===== src/rtl/i2c_mon_pkg.sv =====
package i2c_mon_pkg;
  // strobes the line datapath hands to the flag control
  typedef struct packed {
    logic startSeen;
    logic stopSeen;
    logic lineLow;
  } lineEvt_t;
endpackage


===== src/rtl/i2c_mon_lines.sv =====
module i2c_mon_lines
  import i2c_mon_pkg::*;
#(
  parameter int SYNC_STAGES = 2
) (
  input  logic     clk,
  input  logic     rstN,
  input  logic     sdaIn,
  input  logic     sclIn,
  output lineEvt_t evt
);
  localparam int LAST = SYNC_STAGES - 1;

  logic [LAST:0] sdaChain;
  logic [LAST:0] sclChain;
  logic sdaPrev, sclPrev;
  logic sdaNow, sclNow;

  // synchronizer chains, idle bus level is high
  genvar g;
  generate
    for (g = 0; g <= LAST; g++) begin : gSync
      if (g == 0) begin : gFirst
        always_ff @(posedge clk or negedge rstN) begin
          if (!rstN) begin
            sdaChain[g] <= 1'b1;
            sclChain[g] <= 1'b1;
          end else begin
            sdaChain[g] <= sdaIn;
            sclChain[g] <= sclIn;
          end
        end
      end else begin : gNext
        always_ff @(posedge clk or negedge rstN) begin
          if (!rstN) begin
            sdaChain[g] <= 1'b1;
            sclChain[g] <= 1'b1;
          end else begin
            sdaChain[g] <= sdaChain[g-1];
            sclChain[g] <= sclChain[g-1];
          end
        end
      end
    end
  endgenerate

  assign sdaNow = sdaChain[LAST];
  assign sclNow = sclChain[LAST];

  always_ff @(posedge clk or negedge rstN) begin
    if (!rstN) begin
      sdaPrev <= 1'b1;
      sclPrev <= 1'b1;
    end else begin
      sdaPrev <= sdaNow;
      sclPrev <= sclNow;
    end
  end

  always_comb begin
    evt.startSeen = sclNow & sclPrev & sdaPrev & ~sdaNow;
    evt.stopSeen  = sclNow & sclPrev & ~sdaPrev & sdaNow;
    evt.lineLow   = ~sdaNow | ~sclNow;
  end
endmodule


===== src/rtl/i2c_mon_flags.sv =====
module i2c_mon_flags
  import i2c_mon_pkg::*;
(
  input  logic     clk,
  input  logic     rstN,
  input  lineEvt_t evt,
  input  logic     enable,
  input  logic     masterStartPulse,
  input  logic     arbLostPulse,
  output logic     busBusy,
  output logic     masterMode
);
  logic busyNext, modeNext, modeClear;

  // busy ignores enable on purpose
  always_comb begin
    busyNext = busBusy;
    if (evt.lineLow)       busyNext = 1'b1;
    else if (evt.stopSeen) busyNext = 1'b0;
  end

  // any clear source wins over the set
  assign modeClear = evt.stopSeen | arbLostPulse | ~enable;

  always_comb begin
    modeNext = masterMode;
    if (modeClear)             modeNext = 1'b0;
    else if (masterStartPulse) modeNext = 1'b1;
  end

  always_ff @(posedge clk or negedge rstN) begin
    if (!rstN) begin
      busBusy    <= 1'b0;
      masterMode <= 1'b0;
    end else begin
      busBusy    <= busyNext;
      masterMode <= modeNext;
    end
  end
endmodule


===== src/rtl/i2c_bus_monitor.sv =====
module i2c_bus_monitor
  import i2c_mon_pkg::*;
#(
  parameter int SYNC_STAGES = 2
) (
  input  logic clk,
  input  logic rstN,
  input  logic sdaIn,
  input  logic sclIn,
  input  logic enable,
  input  logic masterStartPulse,
  input  logic arbLostPulse,
  output logic busBusy,
  output logic masterMode,
  output logic startDet,
  output logic stopDet
);
  lineEvt_t evt;

  i2c_mon_lines #(.SYNC_STAGES(SYNC_STAGES)) u_lines (
    .clk   (clk),
    .rstN  (rstN),
    .sdaIn (sdaIn),
    .sclIn (sclIn),
    .evt   (evt)
  );

  i2c_mon_flags u_flags (
    .clk              (clk),
    .rstN             (rstN),
    .evt              (evt),
    .enable           (enable),
    .masterStartPulse (masterStartPulse),
    .arbLostPulse     (arbLostPulse),
    .busBusy          (busBusy),
    .masterMode       (masterMode)
  );

  assign startDet = evt.startSeen;
  assign stopDet  = evt.stopSeen;
endmodule


===== config.mk =====
export PLATFORM = sky130hd
export DESIGN_NAME = i2c_bus_monitor
export DESIGN_NICKNAME = d
export VERILOG_FILES = /design/src/rtl/i2c_mon_pkg.sv /design/src/rtl/i2c_mon_lines.sv /design/src/rtl/i2c_mon_flags.sv /design/src/rtl/i2c_bus_monitor.sv
export SDC_FILE = /design/constraint.sdc
export NUM_CORES = 1
export LEC_CHECK = 0
export BUFFER_PORTS_ARGS = -buffer_cell sky130_fd_sc_hd__buf_2
export CAP_MARGIN = 25
export CORE_AREA = 2 2 39 41
export CTS_CLUSTER_SIZE = 24
export DETAILED_ROUTE_END_ITERATION = 12
export DIE_AREA = 0 0 41 43
export PLACE_DENSITY_LB_ADDON = 0.1
export SKIP_CTS_REPAIR_TIMING = 1
export SLEW_MARGIN = 20
export SYNTH_ARGS = -nofsm -noshare
export SYNTH_HDL_FRONTEND = slang
export SYNTH_SLANG_ARGS = --single-unit

===== constraint.sdc =====
create_clock -name clk -period 2.51 [get_ports clk]
set_clock_uncertainty 0.2 [all_clocks]
set_input_delay 0.502 -clock clk [delete_from_list [all_inputs] [get_ports clk]]
set_output_delay 0.502 -clock clk [all_outputs]
set_load 0.02 [all_outputs]

==> results.md <==
Status:
- The run finished with clean final reports.

Flow run:
- The tool flagged a number of max-cap violations equal to 0.

Worst hold path:
- The type of the tightest min-delay check is primary input to flip-flop.

STA:
- After routing, the total negative slack on setup checks comes to 0 ps.
- The shortest clock period the worst path allows after layout is 1900 ps.
- The number of pins exceeding their max-slew limit in the final report is 0.
- The number of hold-slack violations in the final timing report came to 0.
- Of the available clock period, the critical path in the final layout requires 0.757.
- The normalized max-slew margin is 0.871.
- The achievable frequency is 0.527 GHz.
- Setup violations remaining at the end of the flow were counted as 0.
- Setup repair after global routing left no endpoint under its margin.
- The actual slew at the worst max-slew pin is 192 ps.
- The worst path meets setup with 611 ps of slack.

Clock network:
- The number of buffers inserted during clock tree synthesis is 3.
- The worst-skew pair later-pin latency is 250 ps.
- The CTS sink count is 8.
- The CTS tree is built.
- After clock tree synthesis, the clock-pin slew on the worst setup and hold paths is 50 ps.
- The clock passes through at most 2 buffers.
- The root buffer cell chosen for the clock tree is sky130_fd_sc_hd__clkbuf_4.
- CTS built an H-tree with a depth of 1.

Floorplanning:
- The die is 43 um tall.
- 11 I/O pins were placed.
- In this run the standard cell core region covers 1380 um2.
- The die extent in x is 41 um.
- The area of the die is 1760 um2.
- The floorplan has 14 rows.
- The initial utilization of the core area, before any placement, comes to 0.191.

Yosys:
- The synthesized area is 264 um2.
- After synthesis, the largest family of logic cells by area is simple AND/OR/NAND/NOR gates.
- Dividing the synthesized area by the synthesized cell count gives 17.6 um2.
- Of the total synthesized cell area, the portion taken by AND, OR, NAND and NOR gates is 0.185.
- Counting flops and latches in the post-synthesis netlist gives 8.
- The count of yosys warnings during synthesis is 0.
- Synthesis produced a netlist with a net count of 22.
- The synthesized-area fraction occupied by ao, oa, aoi and oai cells came to 0.0284.
- Of the total synthesized cell area, the portion taken by XOR and XNOR cells is 0.
- In the synthesized netlist, the number of instances is 15.
- The share of the Yosys chip area taken by registers is 0.787.
- In this run, distinct cell masters in the synthesized netlist total 8.
- The portion of synthesized area spent on multiplexers is 0.
- Of the total synthesized cell area, the portion taken by full adders, half adders and majority gates is 0.

Setup path:
- The endpoint class of the critical path is an output pin.
- The largest fanout of any net on the critical path is 4.
- The worst setup path is launched from a flip-flop.
- Grouping stages by cell kind, the critical path spends the most delay in flip-flops.
- Traced cell by cell, the critical path runs through and4b_1 -> buf_2.
- In this design, the stage delay of the slowest critical-path cell is 540 ps.
- For the worst setup path, the data arrival time is 1200 ps.
- The worst setup path category is flip-flop to output pin.
- The slowest stage of the critical path belongs to the cell sky130_fd_sc_hd__dfstp_2.
- For the worst setup path, the data required time is 1810 ps.
- The number of buffers and inverters on the critical path is 1.

Global route:
- Entering global routing, the biggest net connects 9 pins.
- The overall track demand over capacity in global routing is 0.0617.
- The number of antenna violations at the first check in global routing is 0.
- The total overflow left after global routing is 0.
- The via count of the first global-routing pass came to 159.
- The first-pass GRT wire length is 641 um.

Layout:
- 0 antenna diodes ended up in the layout.
- In the final design database the tool counted 38 nets.
- Of the cells placed in the final design, the portion with a size suffix greater than 1 is 0.690.
- At the end of the flow the core is filled with cells to 0.265.
- The layout-stage area growth over the synthesis result is 38.9%.

Drt:
- Once detail routing completed, the nets flagged for antenna violations numbered 0.
- The overall routed net length is 430 um.
- The number of DRC markers in iteration 0 is 0.
- The average wire per cell in the routed design is 9.56 um.
- Using the TritonRoute via totals, the vias-per-cell ratio works out to 3.53.
- The number of remaining DRC errors is 0.
- The final route contains 159 vias.
- For this run, the detailed router's first-pass iteration total came to 1.

Power:
- For this design the static power due to leakage is 0.169 nW.
- VDD sags by at most 0.265 mV.
- For this design the ratio of total power to cell area is 693 nW/um2.

Placement:
- In this run the tool buffered the top-level ports with 10 buffer cells.
- Routability-driven placement finished with a final weighted congestion of 0.550.
- Prior to clock tree synthesis, the placed netlist has a worst setup slack of 869 ps.
-- final cells by class --
type / count / area, um2
Tap cell: 16 / 20.0
Sequential cell: 8 / 208
Fill cell: 152 / 1020
Timing Repair Buffer: 11 / 60.1
Multi-Input combinational cell: 7 / 56.3
Clock buffer: 3 / 22.5
-- stage by stage --
step                power, mW  hold slack [ps]  instances  cell area, um2
floorplan               0.151             6.41         15             264
global placement        0.161              148         41             334
finish                  0.254              151         45             367
detailed placement      0.161              152         41             334
CTS                     0.260             -118         44             357
global route            0.270              132         45             367
-- cell usage in the layout, fill, tap and decap left out --
master,n
sky130_fd_sc_hd__buf_2,10
sky130_fd_sc_hd__dfstp_2,6
sky130_fd_sc_hd__clkbuf_4,3
sky130_fd_sc_hd__and4b_1,2
sky130_fd_sc_hd__dfrtp_1,2
sky130_fd_sc_hd__nand2b_1,1
sky130_fd_sc_hd__nand2_1,1
sky130_fd_sc_hd__a21o_1,1
sky130_fd_sc_hd__nor2_1,1
sky130_fd_sc_hd__nor4b_2,1
sky130_fd_sc_hd__dlygate4sd3_1,1
-- logic make-up (layout without fill, tap and decap cells) --
logic type             Yosys count  count (layout)
AO/OA/AOI/OAI                    1               1
flip-flops                       8               8
AND/OR/NAND/NOR                  6               6
buffers and inverters            0              14
-- registers in the layout (all words and copies together) (netlist names) --
| name | flops |
|---|---|
| u_flags.busBusy | 1 |
| u_flags.masterMode | 1 |
| u_lines.sclChain | 1 |
| u_lines.sclNow | 1 |
| u_lines.sclPrev | 1 |
| u_lines.sdaChain | 1 |
| u_lines.sdaNow | 1 |
| u_lines.sdaPrev | 1 |
-- synth_stat cells --
| master | count | area, um2 |
|---|---|---|
| sky130_fd_sc_hd__and4b_1 | 2 | 20.0 |
| sky130_fd_sc_hd__nor2_1 | 1 | 3.75 |
| sky130_fd_sc_hd__dfrtp_1 | 2 | 50.1 |
| sky130_fd_sc_hd__nand2b_1 | 1 | 6.26 |
| sky130_fd_sc_hd__nor4b_2 | 1 | 15.0 |
| sky130_fd_sc_hd__dfstp_2 | 6 | 158 |
| sky130_fd_sc_hd__nand2_1 | 1 | 3.75 |
| sky130_fd_sc_hd__a21o_1 | 1 | 7.51 |
-- metal layers --
| metal | part of all wire | track usage |
|---|---|---|
| met2 | 0.46 | 0.0750 |
| met3 | 0.13 | 0.0157 |
| met5 | 0 | 0 |
| met1 | 0.40 | 0.0726 |
| met4 | 0 | 0.0800 |
-- worst paths after layout --
check / cells past startpoint / slack, ps / to / startpoint
setup / recovery: 2 / 610 / stopDet / u_lines.sclNow$_DFF_PN1_
hold / removal: 1 / 150 / u_lines.sclChain[0]$_DFF_PN1_ / sclIn
setup reg to reg: 2 / 1240 / u_flags.masterMode$_DFFE_PN0P_ / u_lines.sdaPrev$_DFF_PN1_
hold reg to reg: 0 / 160 / u_lines.sdaNow$_DFF_PN1_ / u_lines.sdaChain[0]$_DFF_PN1_
max in group asynchronous: 2 / 1460 / u_lines.sdaPrev$_DFF_PN1_ / rstN
min in group asynchronous: 2 / 420 / u_flags.masterMode$_DFFE_PN0P_ / rstN
-- report_power, final --
part	switching [mW]	leakage [nW]	internal, mW
logic	0.00845	0.0697	0.00852
clock network	0.0397	0.0138	0.0544
registers	0.00347	0.0857	0.139
total	0.0516	0.169	0.202
No activity file was read; power rests on OpenSTA's default activity.
